**config.mk**
```make
export PLATFORM = sky130hd
export DESIGN_NAME = simt_reconv_stack
export DESIGN_NICKNAME = d
export VERILOG_FILES = /design/src/rtl/simt_reconv_pkg.sv /design/src/rtl/simt_lane_grouper.sv /design/src/rtl/simt_stack_store.sv /design/src/rtl/simt_reconv_stack.sv
export SDC_FILE = /design/constraint.sdc
export NUM_CORES = 1
export LEC_CHECK = 0
export ABC_CLOCK_PERIOD_IN_PS = 10000
export BUFFER_PORTS_ARGS = -buffer_cell sky130_fd_sc_hd__buf_4
export CORE_ASPECT_RATIO = 1.2
export CORE_MARGIN = 10
export CORE_UTILIZATION = 34
export DETAILED_ROUTE_END_ITERATION = 10
export GPL_TIMING_DRIVEN = 0
export SLEW_MARGIN = 20
export SYNTH_ARGS = -nofsm -noshare
export SYNTH_HDL_FRONTEND = slang
export SYNTH_SLANG_ARGS = --single-unit
```
**constraint.sdc**
```tcl
create_clock -name clk -period 10 [get_ports clk]
set_clock_uncertainty 0.1 [all_clocks]
set_input_delay 1.5 -clock clk [delete_from_list [all_inputs] [get_ports clk]]
set_output_delay 1.5 -clock clk [all_outputs]
set_load 0.03 [all_outputs]
```
**src/rtl/simt_reconv_pkg.sv**
```systemverilog
package simt_reconv_pkg;
    typedef enum logic [0:0] {
        ST_IDLE,
        ST_GROUP
    } seq_state_e;
endpackage

```
**src/rtl/simt_lane_grouper.sv**
```systemverilog
module simt_lane_grouper #(
    parameter int LANES = 4,
    parameter int PC_W  = 8
) (
    input  logic [LANES-1:0]      rem_i,
    input  logic [LANES*PC_W-1:0] npc_i,
    output logic [PC_W-1:0]       grp_pc_o,
    output logic [LANES-1:0]      grp_mask_o
);
    logic [PC_W-1:0] lane_pc [LANES];

    for (genvar g = 0; g < LANES; g++) begin : g_lane
        assign lane_pc[g]    = npc_i[g*PC_W +: PC_W];
        assign grp_mask_o[g] = rem_i[g] && (lane_pc[g] == grp_pc_o);
    end

    // leader is the highest remaining lane
    always_comb begin
        logic found;
        found    = 1'b0;
        grp_pc_o = '0;
        for (int i = LANES - 1; i >= 0; i--) begin
            if (rem_i[i] && !found) begin
                grp_pc_o = lane_pc[i];
                found    = 1'b1;
            end
        end
    end
endmodule

```
**src/rtl/simt_stack_store.sv**
```systemverilog
module simt_stack_store #(
    parameter int LANES = 4,
    parameter int PC_W  = 8,
    parameter int DEPTH = 8,
    parameter int IDX_W = 3
) (
    input  logic             clk,
    input  logic             rst_n,
    input  logic             init_i,
    input  logic [PC_W-1:0]  init_pc_i,
    input  logic [LANES-1:0] init_mask_i,
    input  logic             rw_we_i,
    input  logic [IDX_W-1:0] rw_idx_i,
    input  logic [PC_W-1:0]  rw_pc_i,
    input  logic             ew_we_i,
    input  logic [IDX_W-1:0] ew_idx_i,
    input  logic [PC_W-1:0]  ew_pc_i,
    input  logic [PC_W-1:0]  ew_rpc_i,
    input  logic [LANES-1:0] ew_mask_i,
    input  logic             ew_cd_clr_i,
    input  logic             kill_i,
    input  logic [IDX_W-1:0] rd_idx_i,
    output logic [PC_W-1:0]  rd_pc_o,
    output logic [PC_W-1:0]  rd_rpc_o,
    output logic [LANES-1:0] rd_mask_o,
    output logic             rd_cd_o
);
    logic [PC_W-1:0]  pc_q   [DEPTH];
    logic [PC_W-1:0]  rpc_q  [DEPTH];
    logic [LANES-1:0] mask_q [DEPTH];
    logic             cd_q   [DEPTH];

    always_ff @(posedge clk or negedge rst_n) begin
        if (!rst_n) begin
            for (int i = 0; i < DEPTH; i++) begin
                pc_q[i]   <= '1;
                rpc_q[i]  <= '1;
                mask_q[i] <= '0;
                cd_q[i]   <= 1'b0;
            end
        end else if (init_i) begin
            for (int i = 0; i < DEPTH; i++) begin
                pc_q[i]   <= '1;
                rpc_q[i]  <= '1;
                mask_q[i] <= '0;
                cd_q[i]   <= 1'b0;
            end
            pc_q[0]   <= init_pc_i;
            mask_q[0] <= init_mask_i;
            cd_q[0]   <= 1'b1;
        end else begin
            if (rw_we_i) pc_q[rw_idx_i] <= rw_pc_i;
            if (ew_we_i) begin
                pc_q[ew_idx_i]   <= ew_pc_i;
                rpc_q[ew_idx_i]  <= ew_rpc_i;
                mask_q[ew_idx_i] <= ew_mask_i;
                if (ew_cd_clr_i) cd_q[ew_idx_i] <= 1'b0;
            end
            if (kill_i) mask_q[0] <= '0;
        end
    end

    assign rd_pc_o   = pc_q[rd_idx_i];
    assign rd_rpc_o  = rpc_q[rd_idx_i];
    assign rd_mask_o = mask_q[rd_idx_i];
    assign rd_cd_o   = cd_q[rd_idx_i];
endmodule

```
**src/rtl/simt_reconv_stack.sv**
```systemverilog
module simt_reconv_stack
    import simt_reconv_pkg::*;
#(
    parameter int LANES = 4,
    parameter int PC_W  = 8,
    parameter int DEPTH = 2 * LANES
) (
    input  logic                       clk,
    input  logic                       rst_n,
    input  logic                       launch_i,
    input  logic [PC_W-1:0]            launch_pc_i,
    input  logic [LANES-1:0]           launch_mask_i,
    input  logic                       upd_i,
    input  logic [LANES-1:0]           done_mask_i,
    input  logic [LANES*PC_W-1:0]      next_pc_i,
    input  logic [PC_W-1:0]            br_rpc_i,
    output logic [PC_W-1:0]            top_pc_o,
    output logic [PC_W-1:0]            top_rpc_o,
    output logic [LANES-1:0]           top_mask_o,
    output logic                       top_cd_o,
    output logic [$clog2(DEPTH)-1:0]   top_idx_o,
    output logic                       busy_o,
    output logic                       overflow_o
);
    localparam int IDX_W = $clog2(DEPTH);
    localparam int PTR_W = $clog2(DEPTH + 1);
    localparam logic [PTR_W-1:0] PTR_LIM = PTR_W'(DEPTH);

    seq_state_e state_q, state_d;

    logic [LANES-1:0]      rem_q;
    logic [LANES*PC_W-1:0] npc_q;
    logic [PC_W-1:0]       br_q, old_q;
    logic [PTR_W-1:0]      ptr_q;
    logic                  div_q;
    logic [IDX_W-1:0]      top_q;
    logic                  ovf_q;

    logic [PC_W-1:0]  grp_pc;
    logic [LANES-1:0] grp_mask, rest;
    logic             grp_valid, drop_old, drop_new, start_div, div_n;
    logic             recon, push, finish, in_grp, ovf_set;
    logic [PTR_W-1:0] ptr_a, ptr_b;
    logic             rw_we, ew_we, kill;
    logic [IDX_W-1:0] top_n;

    simt_lane_grouper #(.LANES(LANES), .PC_W(PC_W)) grouper_i (
        .rem_i      (rem_q),
        .npc_i      (npc_q),
        .grp_pc_o   (grp_pc),
        .grp_mask_o (grp_mask)
    );

    // group decode for the current ST_GROUP clock
    always_comb begin
        in_grp    = (state_q == ST_GROUP) && !launch_i;
        grp_valid = (rem_q != '0);
        rest      = rem_q & ~grp_mask;
        drop_old  = (grp_pc == old_q);
        start_div = grp_valid && !drop_old && (rest != '0) && !div_q;
        div_n     = div_q || start_div;
        recon     = start_div && (br_q != old_q);
        ptr_a     = (recon && ptr_q < PTR_LIM) ? ptr_q + 1'b1 : ptr_q;
        drop_new  = div_n && (grp_pc == br_q);
        push      = grp_valid && !drop_old && !drop_new;
        ptr_b     = (push && ptr_a < PTR_LIM) ? ptr_a + 1'b1 : ptr_a;
        ovf_set   = (recon && ptr_q >= PTR_LIM) || (push && ptr_a >= PTR_LIM);
        rw_we     = in_grp && recon && (ptr_q < PTR_LIM);
        ew_we     = in_grp && push && (ptr_a < PTR_LIM);
        finish    = !grp_valid || (rest == '0);
        kill      = in_grp && finish && (ptr_b == '0);
        top_n     = (ptr_b == '0) ? '0 : IDX_W'(ptr_b - 1'b1);
    end

    simt_stack_store #(.LANES(LANES), .PC_W(PC_W), .DEPTH(DEPTH), .IDX_W(IDX_W)) store_i (
        .clk         (clk),
        .rst_n       (rst_n),
        .init_i      (launch_i),
        .init_pc_i   (launch_pc_i),
        .init_mask_i (launch_mask_i),
        .rw_we_i     (rw_we),
        .rw_idx_i    (IDX_W'(ptr_q)),
        .rw_pc_i     (br_q),
        .ew_we_i     (ew_we),
        .ew_idx_i    (IDX_W'(ptr_a)),
        .ew_pc_i     (grp_pc),
        .ew_rpc_i    (div_n ? br_q : old_q),
        .ew_mask_i   (grp_mask),
        .ew_cd_clr_i (div_n),
        .kill_i      (kill),
        .rd_idx_i    (top_q),
        .rd_pc_o     (top_pc_o),
        .rd_rpc_o    (top_rpc_o),
        .rd_mask_o   (top_mask_o),
        .rd_cd_o     (top_cd_o)
    );

    // next-state
    always_comb begin
        state_d = state_q;
        unique case (state_q)
            ST_IDLE:  if (upd_i && !launch_i) state_d = ST_GROUP;
            ST_GROUP: if (launch_i || finish) state_d = ST_IDLE;
            default:  state_d = ST_IDLE;
        endcase
    end

    // state register
    always_ff @(posedge clk or negedge rst_n) begin
        if (!rst_n) state_q <= ST_IDLE;
        else        state_q <= state_d;
    end

    // sequencing registers
    always_ff @(posedge clk or negedge rst_n) begin
        if (!rst_n) begin
            rem_q <= '0;
            npc_q <= '0;
            br_q  <= '0;
            old_q <= '0;
            ptr_q <= '0;
            div_q <= 1'b0;
            top_q <= '0;
            ovf_q <= 1'b0;
        end else if (launch_i) begin
            rem_q <= '0;
            div_q <= 1'b0;
            top_q <= '0;
            ovf_q <= 1'b0;
        end else if (state_q == ST_IDLE) begin
            if (upd_i) begin
                rem_q <= top_mask_o & ~done_mask_i;
                npc_q <= next_pc_i;
                br_q  <= br_rpc_i;
                old_q <= top_rpc_o;
                ptr_q <= PTR_W'(top_q);
                div_q <= 1'b0;
            end
        end else begin
            rem_q <= rest;
            div_q <= div_n;
            ptr_q <= ptr_b;
            if (ovf_set) ovf_q <= 1'b1;
            if (finish)  top_q <= top_n;
        end
    end

    // outputs
    always_comb begin
        busy_o     = (state_q == ST_GROUP);
        overflow_o = ovf_q;
        top_idx_o  = top_q;
    end
endmodule

```
==> results.json <==
{
  "status": "complete, no violations",
  "max_slew_margin_pct": 23.19,
  "leakagePower_nw": 6.771,
  "dp.final_hpwl_um": 33310,
  "drt_iter0_markers": 895,
  "r2r_setup_slack_ns": 4.25,
  "clkLatencyLatePin_ns": 0.56,
  "initial_core_util_pct": 34.33,
  "end_kind": "output port",
  "rows": 81,
  "core_um2": 40640,
  "yosys_warnings": 0,
  "cts-buffers-inserted": 27,
  "port_buffers": 85,
  "antenna_found_initial": 0,
  "grt_max_degree": 100,
  "synth_area_leaders": "dfstp_2 (24%), dfrtp_1 (18%), mux2i_1 (11%)",
  "timing_worst_setup_path_type": "reg -> out",
  "synth.net_count": 1328,
  "synth_edf_count": 0,
  "globalRouteOverflowTotal": 0,
  "async_flop_share_pct": 100.0,
  "die_area_um2": 49580,
  "cts_root_buf": "clkbuf_16",
  "r2r_cells": 16,
  "grt_pass1_vias": 10860,
  "finalPower_mw": 3.040,
  "drcViolationCount": 0,
  "hold_buffers": 0,
  "synth-seq-cells": 230,
  "syn_to_final_growth_pct": 16.57,
  "hold_depth": 1,
  "diodes": 0,
  "r2r_start": "rem_q[3]",
  "drv_cap": 0,
  "p_sw_share_pct": 34.85,
  "grt_usage_pct": 17.88,
  "p_int_mw": 1.981,
  "hold_viol": 0,
  "slew_viol_final": 0,
  "synth_ff_type": "dfstp_2",
  "syn_avg_cell_area_um2": 11.05,
  "post-cts-setup-buffers": 0,
  "cts_resized": 0,
  "tns_ns": 0,
  "synth_top_cell_area_share_pct": 24.10,
  "required_ns": 8.40,
  "die_w_um": 204.9,
  "rsz0062_at_grt": "false",
  "dieHeight_um": 241.9,
  "combPwrFrac_pct": 30.4,
  "yosysTopAreaCell": "dfstp_2",
  "holdPathEnd": "store_i.mask_q[30]",
  "finish.net_count": 1445,
  "cts_tree": "yes",
  "cts_sinks": 230,
  "worstHoldPathType": "reg -> reg",
  "report.final.setup_viol": 0,
  "via_count": 10830,
  "p_per_area_nw_per_um2": 186.9,
  "cp_max_fo": 10,
  "critPathLaunchType": "register",
  "netlist_instances": 1263,
  "p_seq_share_pct": 35.7,
  "fmax_mhz": 160.1,
  "via_per_inst": 5.586,
  "drive_gt1_share_pct": 34.21,
  "wl_per_cell_um": 23.42,
  "ant_nets": 0,
  "ys_seq_area_share_pct": 42.40,
  "p_clk_share_pct": 33.8,
  "ioPinCount": 86,
  "r2r-end": "store_i.mask_q[28]",
  "ir_worst_vdd_mv": 0.1206,
  "drt_pre_antenna_iters": 5,
  "critPathArrivalTime_ns": 4.65,
  "ctsHtreeMaxLevel": 1,
  "wl_um": 45410,
  "grt_pass1_wl_um": 68970,
  "switching_power_mw": 1.060,
  "gp_congestion": 0.9194,
  "synth_area_um2": 13950,
  "worst_pin_slew_ns": 1.120,
  "synth.distinct_cells": 93,
  "path_clk_slew_ns": 0.06,
  "cts_buffer_depth": 3,
  "fin_crit_sh_pct": 62.47,
  "hp-start": "store_i.mask_q[30]",
  "finalCriticalPeriod_ns": 6.247
}
==> layout by cell type (no fill, tap or decap), types with 8 or more instances in the layout <==
master and n:
or2_1 23, inv_1 23, nor2b_1 12, nand3_1 17
mux4_2 42, a21oi_1 42, nand2_1 51, buf_2 18
nand2b_1 9, a211oi_1 18, a211o_1 66, and3_1 26
buf_4 97, buf_6 8, and2_1 11, dfstp_2 128
mux2_2 63, clkbuf_16 27, clkbuf_1 63, a21o_1 16
dfrtp_1 102, xor2_1 13, clkbuf_8 9, o21ai_0 25
or2_2 36, nor2_1 124, nor3_1 8, nand3b_1 10
mux2i_1 151
==> critical path, stage by stage, from the launching register on <==
cell and delay, ns:
dfrtp_1 0.39, clkbuf_1 0.55, buf_1 0.77, clkbuf_1 0.79, clkbuf_1 0.67, mux4_2 0.43, mux2_2 0.31, buf_4 0.18
==> sequential cells by signal, indices dropped and copies added, names as in the netlist <==
| register | count |
|---|---|
| overflow_o | 1 |
| br_q | 8 |
| rem_q | 4 |
| npc_q | 32 |
| store_i.mask_q | 32 |
| ptr_q | 4 |
| div_q | 1 |
| old_q | 8 |
| store_i.cd_q | 8 |
| busy_o | 1 |
| store_i.rpc_q | 64 |
| top_idx_o | 3 |
| store_i.pc_q | 64 |
==> cell usage after synthesis, types with 4 or more instances <==
master,n
nor3b_1,6
a21oi_1,42
inv_1,23
a311oi_1,4
o21ai_0,25
nor4_1,8
buf_6,8
and2_1,11
nor2_1,124
mux2_1,4
nand4b_1,4
and3_1,26
nand2b_1,9
a211o_1,66
a21o_1,16
or2_1,23
dfstp_2,128
nand4_1,4
buf_1,5
mux2_2,63
a211oi_1,18
nor3_1,8
buf_2,17
mux2i_1,152
ha_1,5
xnor2_1,5
mux4_2,42
buf_4,13
mux2_4,4
nor2b_1,12
or2_2,36
nand3_1,17
a221oi_1,7
nand2_1,51
xor2_1,13
nand3b_1,10
clkbuf_1,59
o21ai_1,6
dfrtp_1,102
a22o_1,6
==> power groups by stage <==
stage / registers (mW) / clock network, mW / logic, mW
finish: 1.09 / 1.03 / 0.925
global route: 1.10 / 1.08 / 0.993
CTS: 1.09 / 1.04 / 0.929
detailed placement: 1.10 / 0 / 0.924
global placement: 1.10 / 0 / 0.911
floorplan: 1.08 / 0 / 0.613
==> per-layer routing <==
| layer | track usage, % | vias to the layer above | wire, um | part of all wire, % |
|---|---|---|---|---|
| met5 | 0 | - | 0 | 0 |
| met4 | 6.040 | 0 | 1355 | 3.0 |
| met3 | 2.434 | 72 | 2261 | 5.0 |
| met2 | 30.55 | 328 | 22610 | 50 |
| met1 | 22.62 | 5572 | 19180 | 42 |
| li1 | - | 4859 | - | - |
==> cell type report <==
cell class	count	area (um2)
multi-input combinational	904	7438
buffer	103	518.0
inverter	26	97.59
fill	3937	24370
tap	539	674.4
timing repair buffer	88	705.7
clock buffer	40	814.5
clock inverter	9	101.3
sequential	230	5916
==> cell families (layout without fill, tap and decap cells) <==
kind of cell / count (synthesis) / in the layout / synth area share [%]
AOI/OAI and AO/OA: 238 / 238 / 13.08
xor gates and xnor gates: 20 / 20 / 1.444
adders and majority gates: 5 / 5 / 0.4484
buffers and inverters: 129 / 266 / 4.412
DFF: 230 / 230 / 42.40
muxes: 265 / 265 / 23.52
and+or+nand+nor: 376 / 376 / 14.70
==> worst max path at each step <==
stage | to | slack (ns) | from | depth (start not counted)
2_1_floorplan | top_pc_o[0] | 5.34 | top_idx_o[0] | 6
3_3_place_gp | store_i.mask_q[28] | 4.27 | rem_q[3] | 16
3_5_place_dp | top_pc_o[0] | 4.24 | top_idx_o[0] | 7
4_1_cts | top_pc_o[0] | 3.64 | top_idx_o[0] | 7
5_1_grt | top_pc_o[0] | 3.36 | top_idx_o[0] | 7
6_report | top_pc_o[0] | 3.75 | top_idx_o[0] | 7
==> per-stage QoR <==
step / std cells / hold slack [ns] / setup slack [ns] / instance area [um2] / util, %
floorplan: 1263 / 0.3533 / 5.335 / 13950 / -
global placement: 1887 / 0.3672 / 4.271 / 15270 / 37.56
global route: 1939 / 0.4108 / 3.361 / 16270 / 40.02
CTS: 1939 / 0.4040 / 3.642 / 16270 / 40.02
finish: 1939 / 0.3958 / 3.753 / 16270 / 40.02
detailed placement: 1890 / 0.3828 / 4.245 / 15350 / 37.77
(Power assumes the default switching activity.)
